--- src/rtl/dbuf_pkg.sv ---
package dbuf_pkg;

    localparam int BUS_DATA_W      = 32;
    localparam int CTRL_LOAD_BIT   = 0;
    localparam int CTRL_NOAUTO_BIT = 1;

    // state of the transfer controller
    typedef struct packed {
        logic vb_seen;   // vblank as sampled at the previous edge
        logic load;      // commit request waiting for a blank
        logic noauto;    // automatic per-frame loading disabled
    } ctrl_state_t;

endpackage

--- src/rtl/dbuf_ctrl.sv ---
module dbuf_ctrl
    import dbuf_pkg::*;
(
    input  logic clk,
    input  logic rst_n,
    input  logic vblank,
    input  logic ctrl_we,
    input  logic set_load,
    input  logic noauto_in,
    output logic xfer,
    output logic load_req,
    output logic noauto
);

    ctrl_state_t s_q, s_d;
    logic        blank_start;

    always_comb begin
        s_d         = s_q;
        blank_start = vblank && !s_q.vb_seen;
        xfer        = blank_start && (s_q.load || !s_q.noauto);
        s_d.vb_seen = vblank;
        if (xfer) begin
            s_d.load = 1'b0;
        end
        if (ctrl_we) begin
            if (set_load) begin
                s_d.load = 1'b1;
            end
            s_d.noauto = noauto_in;
        end
    end

    always_ff @(posedge clk or negedge rst_n) begin
        if (!rst_n) begin
            s_q <= '0;
        end else begin
            s_q <= s_d;
        end
    end

    assign load_req = s_q.load;
    assign noauto   = s_q.noauto;

    AST_REQ_STICKY: assert property (@(posedge clk) disable iff (!rst_n)
        (load_req && !xfer) |=> load_req);

    AST_REQ_CLEARED: assert property (@(posedge clk) disable iff (!rst_n)
        (xfer && !(ctrl_we && set_load)) |=> !load_req);

    AST_ONE_XFER_PER_BLANK: assert property (@(posedge clk) disable iff (!rst_n)
        xfer |=> !xfer);

endmodule

--- src/rtl/dbuf_regfile.sv ---
module dbuf_regfile #(
    parameter int NUM_REGS = 4,
    parameter int DATA_W   = 32,
    parameter int IDX_W    = 3
) (
    input  logic                       clk,
    input  logic                       rst_n,
    input  logic                       cfg_we,
    input  logic [IDX_W-1:0]           widx,
    input  logic [DATA_W-1:0]          wdata,
    input  logic                       xfer,
    output logic [NUM_REGS*DATA_W-1:0] pending_flat,
    output logic [NUM_REGS*DATA_W-1:0] active_flat
);

    typedef struct packed {
        logic [DATA_W-1:0] pend;
        logic [DATA_W-1:0] act;
    } slot_t;

    for (genvar g = 0; g < NUM_REGS; g++) begin : g_slot
        localparam logic [IDX_W-1:0] MY_IDX = IDX_W'(g + 1);

        slot_t s_q, s_d;

        always_comb begin
            s_d = s_q;
            // the copy takes the value held before any write in this cycle
            if (xfer) begin
                s_d.act = s_q.pend;
            end
            if (cfg_we && (widx == MY_IDX)) begin
                s_d.pend = wdata;
            end
        end

        always_ff @(posedge clk or negedge rst_n) begin
            if (!rst_n) begin
                s_q <= '0;
            end else begin
                s_q <= s_d;
            end
        end

        assign pending_flat[g*DATA_W +: DATA_W] = s_q.pend;
        assign active_flat[g*DATA_W +: DATA_W]  = s_q.act;
    end

endmodule

--- src/rtl/dbuf_rdmux.sv ---
module dbuf_rdmux #(
    parameter int NUM_REGS = 4,
    parameter int DATA_W   = 32,
    parameter int IDX_W    = 3
) (
    input  logic                       clk,
    input  logic                       rst_n,
    input  logic                       rd,
    input  logic                       aligned,
    input  logic [IDX_W-1:0]           ridx,
    input  logic                       load_req,
    input  logic                       noauto,
    input  logic [NUM_REGS*DATA_W-1:0] pending_flat,
    output logic [DATA_W-1:0]          rdata
);

    import dbuf_pkg::*;

    typedef struct packed {
        logic [DATA_W-1:0] rdata;
    } rd_state_t;

    rd_state_t         s_q, s_d;
    logic [DATA_W-1:0] sel;

    always_comb begin
        sel = '0;
        if (aligned) begin
            if (ridx == '0) begin
                sel[CTRL_LOAD_BIT]   = load_req;
                sel[CTRL_NOAUTO_BIT] = noauto;
            end
            for (int i = 0; i < NUM_REGS; i++) begin
                if (ridx == IDX_W'(i + 1)) begin
                    sel = pending_flat[i*DATA_W +: DATA_W];
                end
            end
        end
        s_d = s_q;
        if (rd) begin
            s_d.rdata = sel;
        end
    end

    always_ff @(posedge clk or negedge rst_n) begin
        if (!rst_n) begin
            s_q <= '0;
        end else begin
            s_q <= s_d;
        end
    end

    assign rdata = s_q.rdata;

    AST_BAD_ADDR_READS_ZERO: assert property (@(posedge clk) disable iff (!rst_n)
        (rd && !aligned) |=> (rdata == '0));

endmodule

--- src/rtl/dbuf_cfg_bank.sv ---
module dbuf_cfg_bank #(
    parameter int NUM_REGS = 4,
    parameter int DATA_W   = 32,
    parameter int ADDR_W   = $clog2((NUM_REGS + 1) * 4)
) (
    input  logic                       clk,
    input  logic                       rst_n,
    input  logic                       vblank,
    input  logic                       bus_wr,
    input  logic                       bus_rd,
    input  logic [ADDR_W-1:0]          bus_addr,
    input  logic [DATA_W-1:0]          bus_wdata,
    output logic [DATA_W-1:0]          bus_rdata,
    output logic [NUM_REGS*DATA_W-1:0] active_cfg
);

    import dbuf_pkg::*;

    localparam int               IDX_W    = ADDR_W - 2;
    localparam logic [IDX_W-1:0] LAST_IDX = IDX_W'(NUM_REGS);

    logic                       aligned;
    logic [IDX_W-1:0]           idx;
    logic                       ctrl_we;
    logic                       cfg_we;
    logic                       xfer;
    logic                       load_req;
    logic                       noauto;
    logic [NUM_REGS*DATA_W-1:0] pending_flat;

    always_comb begin
        aligned = (bus_addr[1:0] == 2'b00);
        idx     = bus_addr[ADDR_W-1:2];
        ctrl_we = bus_wr && aligned && (idx == '0);
        cfg_we  = bus_wr && aligned && (idx != '0) && (idx <= LAST_IDX);
    end

    dbuf_ctrl u_ctrl (
        .clk       (clk),
        .rst_n     (rst_n),
        .vblank    (vblank),
        .ctrl_we   (ctrl_we),
        .set_load  (bus_wdata[CTRL_LOAD_BIT]),
        .noauto_in (bus_wdata[CTRL_NOAUTO_BIT]),
        .xfer      (xfer),
        .load_req  (load_req),
        .noauto    (noauto)
    );

    dbuf_regfile #(
        .NUM_REGS (NUM_REGS),
        .DATA_W   (DATA_W),
        .IDX_W    (IDX_W)
    ) u_regs (
        .clk          (clk),
        .rst_n        (rst_n),
        .cfg_we       (cfg_we),
        .widx         (idx),
        .wdata        (bus_wdata),
        .xfer         (xfer),
        .pending_flat (pending_flat),
        .active_flat  (active_cfg)
    );

    dbuf_rdmux #(
        .NUM_REGS (NUM_REGS),
        .DATA_W   (DATA_W),
        .IDX_W    (IDX_W)
    ) u_rdmux (
        .clk          (clk),
        .rst_n        (rst_n),
        .rd           (bus_rd),
        .aligned      (aligned),
        .ridx         (idx),
        .load_req     (load_req),
        .noauto       (noauto),
        .pending_flat (pending_flat),
        .rdata        (bus_rdata)
    );

    AST_ACTIVE_HOLD: assert property (@(posedge clk) disable iff (!rst_n)
        !xfer |=> $stable(active_cfg));

    AST_ACTIVE_COPY: assert property (@(posedge clk) disable iff (!rst_n)
        xfer |=> (active_cfg == $past(pending_flat)));

    AST_XFER_IN_BLANK: assert property (@(posedge clk) disable iff (!rst_n)
        xfer |-> vblank);

endmodule

--- config.mk ---
export PLATFORM = sky130hd
export DESIGN_NAME = dbuf_cfg_bank
export DESIGN_NICKNAME = d
export VERILOG_FILES = /design/src/rtl/dbuf_pkg.sv /design/src/rtl/dbuf_ctrl.sv /design/src/rtl/dbuf_regfile.sv /design/src/rtl/dbuf_rdmux.sv /design/src/rtl/dbuf_cfg_bank.sv
export SDC_FILE = /design/constraint.sdc
export NUM_CORES = 1
export LEC_CHECK = 0
export ABC_AREA = 1
export BUFFER_PORTS_ARGS = -buffer_cell sky130_fd_sc_hd__buf_4
export CAP_MARGIN = 15
export CORE_ASPECT_RATIO = 1.4
export CORE_MARGIN = 5
export CORE_UTILIZATION = 57
export DETAILED_ROUTE_END_ITERATION = 8
export HOLD_SLACK_MARGIN = 0.12
export PLACE_DENSITY = 0.84
export SYNTH_ARGS = -nofsm -noshare
export SYNTH_HDL_FRONTEND = slang
export SYNTH_HIERARCHICAL = 1
export SYNTH_SLANG_ARGS = --single-unit
export TNS_END_PERCENT = 30
--- constraint.sdc ---
create_clock -name clk -period 1.5 [get_ports clk]
set_input_delay 0.15 -clock clk [delete_from_list [all_inputs] [get_ports clk]]
set_output_delay 0.15 -clock clk [all_outputs]
set_load 0.03 [all_outputs]
==> parameters.txt, run 1 <==
Parameter                              Value

Timing
  Worst-margin pin slew ... 0.3781 ns
  Hold WS ... 0.1142 ns
  Highest achievable clock rate ... 684.6 MHz
  Final setup violation count ... 0
  Worst relative slew slack ... 74.53%
  Minimum clock period after layout ... 1.461 ns
  Total count of hold-check failures in the final report ... 0
  Post-route clock period utilization ... 97.38%
  Worst-case clock skew ... 0.01460 ns
  Max-slew violation count ... 0
  Unrepaired setup endpoints after global routing ... yes

Final layout
  Commonest non-fill, non-tap cells in the layout ... 617 x sky130_fd_sc_hd__nand2_1, 291 x sky130_fd_sc_hd__dfrtp_1, 230 x sky130_fd_sc_hd__buf_4
  Net total in the final layout ... 1,866
  Total of fill cells in the finished design ... 1,574
  Fin cells ... 2,143
  Area used by multi-input combinational logic ... 0.004292 mm²
  Fraction of final layout cells sized beyond drive strength 1 ... 17.90%
  Most common library cell in the layout ignoring fill and taps ... sky130_fd_sc_hd__nand2_1
  Syn-to-layout area delta ... 28.15%
  Register Area ... 0.007282 mm²

Synthesis
  Netlist cell types ... 16
  Dominant combinational cell family by area after synthesis ... simple AND/OR/NAND/NOR gates
  Register bit total from synthesis ... 291
  Fraction of synthesized area in multiplexers ... 0%
  Share of synthesized cell area in full adder, half adder and majority cells ... 0%
  Mapped Area ... 0.01273 mm²
  Synth Area in Simple Gates ... 25.49%
  Number of nets in the synthesized netlist ... 1,627
  Number of cells produced by synthesis ... 1,585
  Xor-xnor portion of the synthesized cell area ... 0%
  Total of warnings raised by yosys ... 6
  Synthesized area per cell ... 8.030 µm²
  Compound-Gate Fraction of Synth Area ... 7.550%
  Proportion of synthesized chip area in sequential cells ... 57.22%

Critical path
  Bufs and invs on worst path ... 3
  Largest driver fanout on the critical path ... 6
  Slowest cell on the critical path ... sky130_fd_sc_hd__dlygate4sd3_1
  Setup slack, reg-to-reg ... 0.04 ns
  Startpoint-to-endpoint class of the critical path ... in -> reg
  Reg-to-reg critical path endpoint ... u_regs/active_flat[18]
  Worst-case reg-to-reg path depth ... 7
  Critical path capture point type ... register
  Crit-path cells ... dlygate4sd3_1 > nor2_4 > nand2_4 > nor2_4 > inv_2 > nor2_4 > nand2_4 > clkbuf_16 > nand2_1 > nand2_1
  FF-to-FF Start ... u_ctrl/noauto
  Critical Path RT ... 1.93 ns
  Top cell by count, worst path ... sky130_fd_sc_hd__nor2_4
  Data arrival time of the worst path ... 1.89 ns
  Maximum cell stage delay along the critical path ... 0.59 ns
  Startpoint type of the worst setup path ... primary input
  Top Family by Delay on Critical Path ... simple AND/OR/NAND/NOR gates

CTS
  Max Buffers Root-to-Sink ... 3
  Sink Count ... 291
  Clock tree from TritonCTS ... yes
  Maximum level of the CTS H-tree ... 1
  Total clock buffers created by CTS ... 27
  Skew-Pair Late Insertion Delay ... 0.54 ns
  CTS Root Cell ... sky130_fd_sc_hd__clkbuf_16
  Clock slew at reported path FFs ... 0.07 ns

Placed design
  Port bufs ... 201
  Cell Count Post-Placement ... 2,046
  Half-perimeter wire length after detailed placement ... 24,940 µm
  Routability congestion estimate from global placement ... 0.8695

Outcome
  Run status ... complete, but fails checks
  Violated checks ... design-rule violations

GRT
  GRT overflow ... 0
  Total routing usage reported by global routing ... 30.09%
  Global-route wire length before repair ... 61,400 µm
  Number of antenna violations at the first check in global routing ... 1
  Maximum number of pins on one net before global-route repair ... 129
  Number of global-route vias before repair ... 11,820

Route
  Wire length per cell ... 18.36 µm
  Via density per instance ... 5.497
  Routed metal-1 wirelength ... 14,060 µm
  Final routed wirelength across all metal layers ... 39,340 µm
  Post-detailed-route DRC marker count ... 2
  Total number of vias ... 11,780
  Met3 wire length ... 3089 µm
  Metal2 WL ... 19,870 µm
  Antenna Nets Post-Route ... 0
  First-iteration detailed-routing DRC count ... 1,283
  Iteration count of the initial detailed-routing pass ... 8
  Max layer used ... met4

Min path
  Min-Delay Path Class ... in -> reg
  Hold worst-path end ... u_ctrl/noauto
  Beginning of the worst hold path ... bus_addr[2]
  Number of cells on the worst hold path ... 5

Flow run
  Number of max-cap violations ... 0

Die
  Area of the core ... 0.02194 mm²
  Number of top-level design ports ... 202
  Die extent in y ... 186.8 µm
  # rows ... 64
  Die outline width ... 136.3 µm
  Die Footprint ... 0.02546 mm²
  Initial core utilization ... 58.01%

Pwr
  Total power after layout ... 23.93 mW
  IR Drop Worst-Case VDD ... 1050 µV
  Power per standard cell area ... 1467 mW/mm²
  Total leakage power ... 8.834 nW
## Yosys cell counts
library cell / number / area [µm²]
sky130_fd_sc_hd__nand2_1: 621 / 2331
sky130_fd_sc_hd__dfrtp_1: 291 / 7282
sky130_fd_sc_hd__inv_1: 198 / 743.2
sky130_fd_sc_hd__nand3_1: 161 / 805.8
sky130_fd_sc_hd__o21ai_0: 136 / 680.7
sky130_fd_sc_hd__o21ai_1: 56 / 280.3
sky130_fd_sc_hd__buf_2: 40 / 200.2
sky130_fd_sc_hd__clkbuf_1: 35 / 131.4
sky130_fd_sc_hd__nor2_1: 14 / 52.55
sky130_fd_sc_hd__buf_4: 13 / 97.59
sky130_fd_sc_hd__inv_2: 6 / 22.52
sky130_fd_sc_hd__nor2_2: 5 / 31.28
sky130_fd_sc_hd__buf_1: 3 / 11.26
sky130_fd_sc_hd__buf_6: 3 / 33.78
sky130_fd_sc_hd__nand4_1: 2 / 12.51
sky130_fd_sc_hd__nand2_4: 1 / 11.26
## cells by family (layout without fill, tap and decap cells)
kind of cell           count (synthesis)  after routing
and+or+nand+nor                      804            804
buffers and inverters                298            557
DFF                                  291            291
AOI/OAI and AO/OA                    192            192
other                                  0              2
## layer usage
metal | vias up | track usage (%)
li1 | 5354 | -
met1 | 5520 | 36.56
met2 | 724 | 51.45
met3 | 182 | 4.391
met4 | 0 | 15.83
met5 | - | 0
## metrics by stage
step	area, µm²	util, %	setup WS, ns	setup TNS [ns]
2_1_floorplan	12730	-	0.1194	0
3_3_place_gp	14830	67.58	0.08075	0
3_5_place_dp	14830	67.58	0.01337	0
4_1_cts	16130	73.51	0.006551	0
5_1_grt	16310	74.32	-0.03532	-0.2549
6_report	16310	74.33	0.03928	0
## sequential cells by signal, summed over array words and instances, names as in the netlist
| name | flops |
|---|---|
| u_regs/active_flat | 128 |
| u_regs/pending_flat | 128 |
| u_rdmux/rdata | 32 |
| u_ctrl/load_req | 1 |
| u_ctrl/noauto | 1 |
| u_ctrl/s_q | 1 |
## area by class of cell
class / count / share of cell area (%)
Clock inverter: 13 / 0.6214
Sequential cell: 291 / 44.65
Antenna cell: 2 / 0.03069
Clock buffer: 36 / 4.595
Multi-Input combinational cell: 996 / 26.31
Tap cell: 297 / 2.278
Timing Repair Buffer: 304 / 16.82
Inverter: 204 / 4.695
## worst reg2reg max path, cell delays in order (launching register included)
cell,delay (ns)
sky130_fd_sc_hd__dfrtp_1,0.39
sky130_fd_sc_hd__inv_1,0.08
sky130_fd_sc_hd__nor2_1,0.06
sky130_fd_sc_hd__nor2_4,0.18
sky130_fd_sc_hd__buf_4,0.24
sky130_fd_sc_hd__buf_12,0.19
sky130_fd_sc_hd__nand2_1,0.09
sky130_fd_sc_hd__o21ai_0,0.12
## where the power goes
group	switching, mW	leakage, nW	internal, mW	total, mW
registers	1.21	3.89	9.42	10.6
logic	4.34	4.53	2.29	6.63
clock network	2.98	0.418	3.69	6.67
total	8.53	8.83	15.4	23.9
## how the worst max path moves through the flow
stage                              from                       to  slack, ns  depth (start not counted)
final                       bus_addr[0]  u_regs/pending_flat[10]       0.04                         10
after global routing      u_ctrl/noauto   u_regs/active_flat[18]      -0.04                          7
after CTS                   bus_addr[1]  u_regs/pending_flat[21]      0.007                         11
after detailed placement    bus_addr[1]  u_regs/pending_flat[10]       0.01                         10
after global placement      bus_addr[1]  u_regs/pending_flat[21]       0.08                         10
after floorplan           u_ctrl/noauto   u_regs/active_flat[35]       0.12                          9
## timing repair
| action | 4_1_cts | 5_1_grt |
|---|---|---|
| hold buffers | 44 | 0 |
| buffers inserted | 0 | 2 |
| resized for setup | 0 | 35 |
| endpoints found under the setup margin | 0 | 153 |
| hold endpoints to repair | 450 | 0 |
No activity file was read; power rests on OpenSTA's default activity.
==> run 2: changes to the inputs <==
Clock period 1.5 ns to 1.6 ns, I/O delays scaled along.
==> run 2 against run 1 <==
The flow now finishes without violations. Clock skew increased by 0.0048 ns. Sequential power decreased by 6%. Final area shrank 1.5%. Global-route usage is 0.10 points higher. Power down 5.6%. Worst hold slack improved by 0.023 ns. Via count is 1.1% lower. Routed wire length fell by 3.3%. Clock power down 3%. First-iteration DRC count decreased by 4.9%. Non-clock buffer count down 16. Critical path depth shrank 2. Largest power group unchanged.
==> parameters.txt, run 2 (synthesis gave the netlist of run 1 again) <==
Parameter                              Value

CTS
  Maximum level of the CTS H-tree ... 1 (unchanged)
  Total clock buffers created by CTS ... 27 (unchanged)
  Max Buffers Root-to-Sink ... 3 (unchanged)
  Clock slew at reported path FFs ... 0.06 ns (about the same)
  CTS Root Cell ... sky130_fd_sc_hd__clkbuf_16
  Clock tree from TritonCTS ... yes
  Sink Count ... 291 (unchanged)
  Skew-Pair Late Insertion Delay ... 0.54 ns (about the same)

Critical path
  Critical path capture point type ... register
  Startpoint type of the worst setup path ... primary input
  FF-to-FF Start ... u_ctrl/s_q[2]
  Critical Path RT ... 2.06 ns (+0.13 ns)
  Setup slack, reg-to-reg ... 0.08 ns (+0.04 ns)
  Reg-to-reg critical path endpoint ... u_regs/active_flat[31]
  Largest driver fanout on the critical path ... 5 (-1)
  Worst-case reg-to-reg path depth ... 6 (-1)
  Data arrival time of the worst path ... 2.00 ns (+0.11 ns)
  Startpoint-to-endpoint class of the critical path ... in -> reg

GRT
  Met3 usage ... 4.741% (+0.35 points)
  Total routing usage reported by global routing ... 30.19% (+0.10 points)
  Number of global-route vias before repair ... 11,580 (-2.0%)
  Global-route wire length before repair ... 61,310 µm (-0.14%)
  Met2 usage in global routing ... 50.92% (-0.53 points)
  Number of antenna violations at the first check in global routing ... 0 (-1)
  Most heavily used metal layer in global routing ... met2
  Global routing usage on met1 ... 37.15% (+0.59 points)
  Maximum number of pins on one net before global-route repair ... 123 (-4.7%)
  GRT overflow ... 0 (unchanged)

Final layout
  Syn-to-layout area delta ... 26.18%
  Fraction of final layout cells sized beyond drive strength 1 ... 16.92% (-0.97 points)
  Final Instance Area ... 0.01606 mm² (-1.5%)
  Commonest non-fill, non-tap cells in the layout ... 621 x sky130_fd_sc_hd__nand2_1, 291 x sky130_fd_sc_hd__dfrtp_1, 227 x sky130_fd_sc_hd__buf_4
  Total of fill cells in the finished design ... 1,598 (+1.5%)
  Final core utilization ... 73.19% (-1.1 points)
  Net total in the final layout ... 1,850 (-0.86%)
  Most common library cell in the layout ignoring fill and taps ... sky130_fd_sc_hd__nand2_1
  Antenna diodes ... 0 (-2)
  Fin cells ... 2,123 (-0.93%)

Placed design
  Routability congestion estimate from global placement ... 0.8839 (+1.7%)
  Cell area after placement ... 0.01477 mm² (-0.40%)
  Setup slack at placement ... 0.07463 ns (+0.06126 ns)
  Half-perimeter wire length after detailed placement ... 24,690 µm (-1.0%)
  Port bufs ... 201 (unchanged)
  Cell Count Post-Placement ... 2,038 (-0.39%)

Pwr
  Portion of total power attributed to sequential cells ... 44.0% (-0.4 points)
  Switching power ... 7.840 mW (-8.1%)
  Comb power frac ... 27.3% (-0.4 points)
  Power per standard cell area ... 1407 mW/mm² (-4.1%)
  Total leakage power ... 8.681 nW (-1.7%)
  Internal power ... 14.75 mW (-4.2%)
  Total power after layout ... 22.59 mW (-5.6%)
  Switching portion of total power ... 34.70% (-0.96 points)
  Share of power burned in the clock network ... 28.8% (+0.9 points)
  IR Drop Worst-Case VDD ... 897.0 µV (-15%)

Timing
  Unrepaired setup endpoints after global routing ... yes
  Max-slew violation count ... 0 (unchanged)
  Hold WS ... 0.1370 ns (+0.02278 ns)
  Worst Slack Setup Final ... 0.06110 ns (+0.02182 ns)
  Worst relative slew slack ... 66.43% (-8.1 points)
  TNS Setup ... 0 ns (unchanged)
  Highest achievable clock rate ... 649.8 MHz
  Worst-margin pin slew ... 0.5035 ns (+0.1254 ns)
  Total count of hold-check failures in the final report ... 0 (unchanged)
  Minimum clock period after layout ... 1.539 ns
  Worst-case clock skew ... 0.01940 ns (+0.004797 ns)
  Final setup violation count ... 0 (unchanged)
  Post-route clock period utilization ... 96.18%

Route
  Iteration count of the initial detailed-routing pass ... 6 (-2)
  Via density per instance ... 5.489 (-0.14%)
  Antenna Nets Post-Route ... 0 (unchanged)
  First-iteration detailed-routing DRC count ... 1,220 (-4.9%)
  Total number of vias ... 11,650 (-1.1%)
  Post-detailed-route DRC marker count ... 0 (-2)
  Final routed wirelength across all metal layers ... 38,050 µm (-3.3%)
  Wire length per cell ... 17.92 µm (-2.4%)

Die
  Area of the core ... 0.02194 mm² (unchanged)
  Die Footprint ... 0.02546 mm² (unchanged)
  # rows ... 64 (unchanged)
  Die outline width ... 136.3 µm (unchanged)
  Initial core utilization ... 58.01% (unchanged)
  Die extent in y ... 186.8 µm (unchanged)
  Number of top-level design ports ... 202 (unchanged)

Min path
  Min-Delay Path Class ... in -> reg
  Hold worst-path end ... u_ctrl/noauto
  Beginning of the worst hold path ... bus_addr[4]
  Number of cells on the worst hold path ... 6 (+1)

Flow run
  Number of max-cap violations ... 0 (unchanged)

Outcome
  Run status ... completed
-- run 2: cell count changes in the layout (fill, tap and decap cells not counted), moves of 3 or more --
| cell | before | now |
|---|---|---|
| sky130_fd_sc_hd__clkinv_2 | 8 | 5 |
| sky130_fd_sc_hd__nand2_1 | 617 | 621 |
| sky130_fd_sc_hd__buf_12 | 20 | 17 |
| sky130_fd_sc_hd__clkinvlp_4 | 3 | 0 |
| sky130_fd_sc_hd__buf_4 | 230 | 227 |
| sky130_fd_sc_hd__clkbuf_16 | 30 | 27 |
| sky130_fd_sc_hd__nand2_4 | 4 | 1 |
-- run 2: worst max-delay path, cell delays in order --
cell and delay (ns):
sky130_fd_sc_hd__dlygate4sd3_1 0.58, sky130_fd_sc_hd__buf_4 0.17, sky130_fd_sc_hd__nor2_1 0.09, sky130_fd_sc_hd__nand2_1 0.08, sky130_fd_sc_hd__nor2_1 0.20, sky130_fd_sc_hd__nand2_1 0.09
sky130_fd_sc_hd__dlygate4sd3_1 0.56, sky130_fd_sc_hd__nand2_1 0.07
-- run 2: worst max-delay path by stage --
stage                                    end          start  slack, ns
global route          u_regs/pending_flat[4]    bus_addr[2]      -0.02
CTS                        u_rdmux/rdata[31]    bus_addr[2]       0.08
finish                       u_ctrl/load_req    bus_addr[2]       0.06
floorplan             u_regs/active_flat[35]  u_ctrl/noauto       0.22
global placement    u_regs/pending_flat[121]    bus_addr[3]       0.13
detailed placement  u_regs/pending_flat[121]    bus_addr[1]       0.07
-- run 2: what timing repair did --
item / 4_1_cts / 5_1_grt
resized for setup: 0 / 6
hold buffers: 38 / 1
hold endpoints to repair: 422 / 15
buffers inserted: 0 / 0
endpoints found under the setup margin: 0 / 38
-- run 2: cell type report --
cell class                 instances  area, µm²  share of cell area (%)
timing repair buffer             288       2496                   15.54
multi-input combinational        996       4253                   26.48
tap                              297      371.6                   2.314
sequential                       291       7282                   45.34
inverter                         204      765.7                   4.768
clock inverter                     9      123.9                  0.7713
clock buffer                      38      767.0                   4.776
-- run 2: metal layers --
layer / up-vias / part of all wire [%]
met5: - / 0
met4: 0 / 5.6
met3: 154 / 8.1
met2: 659 / 50
met1: 5521 / 36
li1: 5320 / -
-- run 2: power by group through the flow --
stage	clock network, mW	registers, mW	logic [mW]
floorplan	0	11.7	1.50
global route	6.91	10.1	6.62
detailed placement	0	10.0	6.04
global placement	0	9.95	5.87
finish	6.50	9.93	6.16
CTS	6.58	9.91	6.18
==> run 3: changes to the inputs <==
Settings changed: CORE_UTILIZATION 57 to 45, PLACE_DENSITY 0.84 to 0.7.
==> run 3 against run 2 <==
Final cell count grew 4.2%. Count of clock-buffer cells in the layout increased by 3. Via count decreased by 3.6%. Routed wire length grew 0.21%. Global-route usage is 6.8 points lower. Sequential share of layout area shrank 0.95 points. Final area grew 2.1%. Register-to-register slack better by 0.09 ns. Critical endpoint unchanged.
==> parameters.txt, run 3 (synthesis gave the netlist of run 1 again) <==
Parameter                              Value

Route
  First-iteration detailed-routing DRC count ... 812 (-33%)
  Antenna Nets Post-Route ... 0 (unchanged)
  Final routed wirelength across all metal layers ... 38,140 µm (+0.21%)
  Post-detailed-route DRC marker count ... 0 (unchanged)
  Wire length per cell ... 17.24 µm (-3.8%)
  Iteration count of the initial detailed-routing pass ... 5 (-1)
  Via density per instance ... 5.076 (-7.5%)
  Total number of vias ... 11,230 (-3.6%)

Critical path
  Critical path capture point type ... register
  Data arrival time of the worst path ... 2.04 ns (+0.04 ns)
  Crit-path cells ... dlygate4sd3_1 > buf_4 > nor2_2 > nand2_1 > nor2_1 > nand2_1 > dlygate4sd3_1 > nand2_1
  Startpoint-to-endpoint class of the critical path ... in -> reg
  Slowest cell on the critical path ... sky130_fd_sc_hd__dlygate4sd3_1
  Largest driver fanout on the critical path ... 3 (-2)
  Top cell by count, worst path ... sky130_fd_sc_hd__nand2_1
  Startpoint type of the worst setup path ... primary input
  Setup slack, reg-to-reg ... 0.17 ns (+0.09 ns)
  Critical Path RT ... 2.07 ns (about the same)
  Maximum cell stage delay along the critical path ... 0.57 ns (about the same)

GRT
  Total routing usage reported by global routing ... 23.39% (-6.8 points)
  Maximum number of pins on one net before global-route repair ... 64 (-48%)
  Global-route wire length before repair ... 60,850 µm (-0.75%)
  Number of antenna violations at the first check in global routing ... 0 (unchanged)
  Number of global-route vias before repair ... 11,460 (-1.0%)
  GRT overflow ... 0 (unchanged)

Timing
  Max-slew violation count ... 0 (unchanged)
  Final setup violation count ... 0 (unchanged)
  Minimum clock period after layout ... 1.569 ns (+0.02964 ns)
  Total count of hold-check failures in the final report ... 0 (unchanged)
  Unrepaired setup endpoints after global routing ... no
  Worst relative slew slack ... 74.93% (+8.5 points)
  Highest achievable clock rate ... 637.5 MHz (-1.9%)
  Post-route clock period utilization ... 98.03% (+1.9 points)
  TNS Setup ... 0 ns (unchanged)
  Worst-margin pin slew ... 0.3760 ns (-0.1275 ns)
  Worst-case clock skew ... 0.01989 ns (+0.0004918 ns)

Final layout
  Net total in the final layout ... 1,868 (+0.97%)
  Commonest non-fill, non-tap cells in the layout ... 617 x sky130_fd_sc_hd__nand2_1, 291 x sky130_fd_sc_hd__dfrtp_1, 228 x sky130_fd_sc_hd__buf_4
  Most common library cell in the layout ignoring fill and taps ... sky130_fd_sc_hd__nand2_1
  Final Instance Area ... 0.01640 mm² (+2.1%)
  Antenna diodes ... 0 (unchanged)
  Syn-to-layout area delta ... 28.88%
  Fraction of final layout cells sized beyond drive strength 1 ... 17.43% (+0.50 points)

CTS
  Max Buffers Root-to-Sink ... 3 (unchanged)
  Clock tree from TritonCTS ... yes
  Sink Count ... 291 (unchanged)
  Clock slew at reported path FFs ... 0.06 ns (about the same)
  Skew-Pair Late Insertion Delay ... 0.54 ns (about the same)
  Maximum level of the CTS H-tree ... 1 (unchanged)
  Total clock buffers created by CTS ... 28 (+3.7%)
  CTS Root Cell ... sky130_fd_sc_hd__clkbuf_16

Flow run
  Number of max-cap violations ... 0 (unchanged)

Placed design
  Half-perimeter wire length after detailed placement ... 25,870 µm (+4.8%)
  Cell area after placement ... 0.01505 mm² (+1.9%)
  Port bufs ... 201 (unchanged)
  Routability congestion estimate from global placement ... 0.8301 (-6.1%)

Die
  Die Footprint ... 0.03179 mm² (+25%)
  Area of the core ... 0.02775 mm² (+26%)
  # rows ... 72 (+13%)
  Die outline width ... 152.1 µm (+12%)
  Number of top-level design ports ... 202 (unchanged)
  Initial core utilization ... 45.87% (-12 points)
  Die extent in y ... 209.0 µm (+12%)

Pwr
  IR Drop Worst-Case VDD ... 856.8 µV (-4.5%)
  Total power after layout ... 22.37 mW (-1.0%)
  Power per standard cell area ... 1364 mW/mm² (-3.1%)
  Total leakage power ... 8.790 nW (+1.3%)

Min path
  Min-Delay Path Class ... in -> reg

Outcome
  Run status ... completed
==> run 3: timing repair <==
item                                   CTS  global route
resized for setup                        0             8
setup endpoints to repair                0            84
hold buffers                            44             0
buffers inserted                         0             2
endpoints found under the hold margin  452             0
==> run 3: final timing paths <==
check                                    endpoint  cells after the start             start
min in group asynchronous  u_regs/active_flat[55]                      3             rst_n
max                               u_ctrl/load_req                      8       bus_addr[1]
min reg2reg                      u_rdmux/rdata[9]                      2  u_rdmux/rdata[9]
max reg2reg                u_regs/active_flat[67]                      6     u_ctrl/s_q[2]
max in group asynchronous  u_regs/active_flat[27]                      4             rst_n
min                                 u_ctrl/s_q[2]                      2            vblank
==> run 3: through the flow <==
| step | hold WS, ns | std cells | setup WS [ns] | util (%) |
|---|---|---|---|---|
| finish | 0.3403 | 2212 | 0.03146 | 59.12 |
| global route | 0.3231 | 2212 | 0.001681 | 59.12 |
| CTS | 0.2943 | 2209 | 0.05199 | 58.89 |
| detailed placement | 0.08654 | 2119 | 0.07704 | 54.23 |
| global placement | 0.08877 | 2119 | 0.08829 | 54.23 |
| floorplan | -0.1356 | 1585 | 0.2194 | - |
==> run 3: routing by layer <==
layer | share of wire (%) | GRT usage, %
met2 | 51 | 41.04
met1 | 40 | 29.16
met5 | 0 | 0
met4 | 4.1 | 9.864
met3 | 5.4 | 3.001
==> run 3: worst max-delay path: cells and delay by family <==
| kind | cells | cell delay (ns) |
|---|---|---|
| buf+inv | 3 | 1.24 |
| simple gates | 5 | 0.64 |
==> run 3: where the power goes <==
group	leakage (nW)	internal, mW	switching (mW)
Combinational	4.49	2.16	3.98
Sequential	3.89	8.83	1.08
Clock	0.416	3.59	2.72
==> run 3: area by class of cell <==
| class | count | area, µm² |
|---|---|---|
| Clock inverter | 5 | 52.55 |
| Clock buffer | 41 | 800.8 |
| Inverter | 204 | 765.7 |
| Sequential cell | 291 | 7282 |
| Multi-Input combinational cell | 996 | 4270 |
| Timing Repair Buffer | 305 | 2769 |
| Tap cell | 370 | 462.9 |
| Fill cell | 2513 | 11340 |
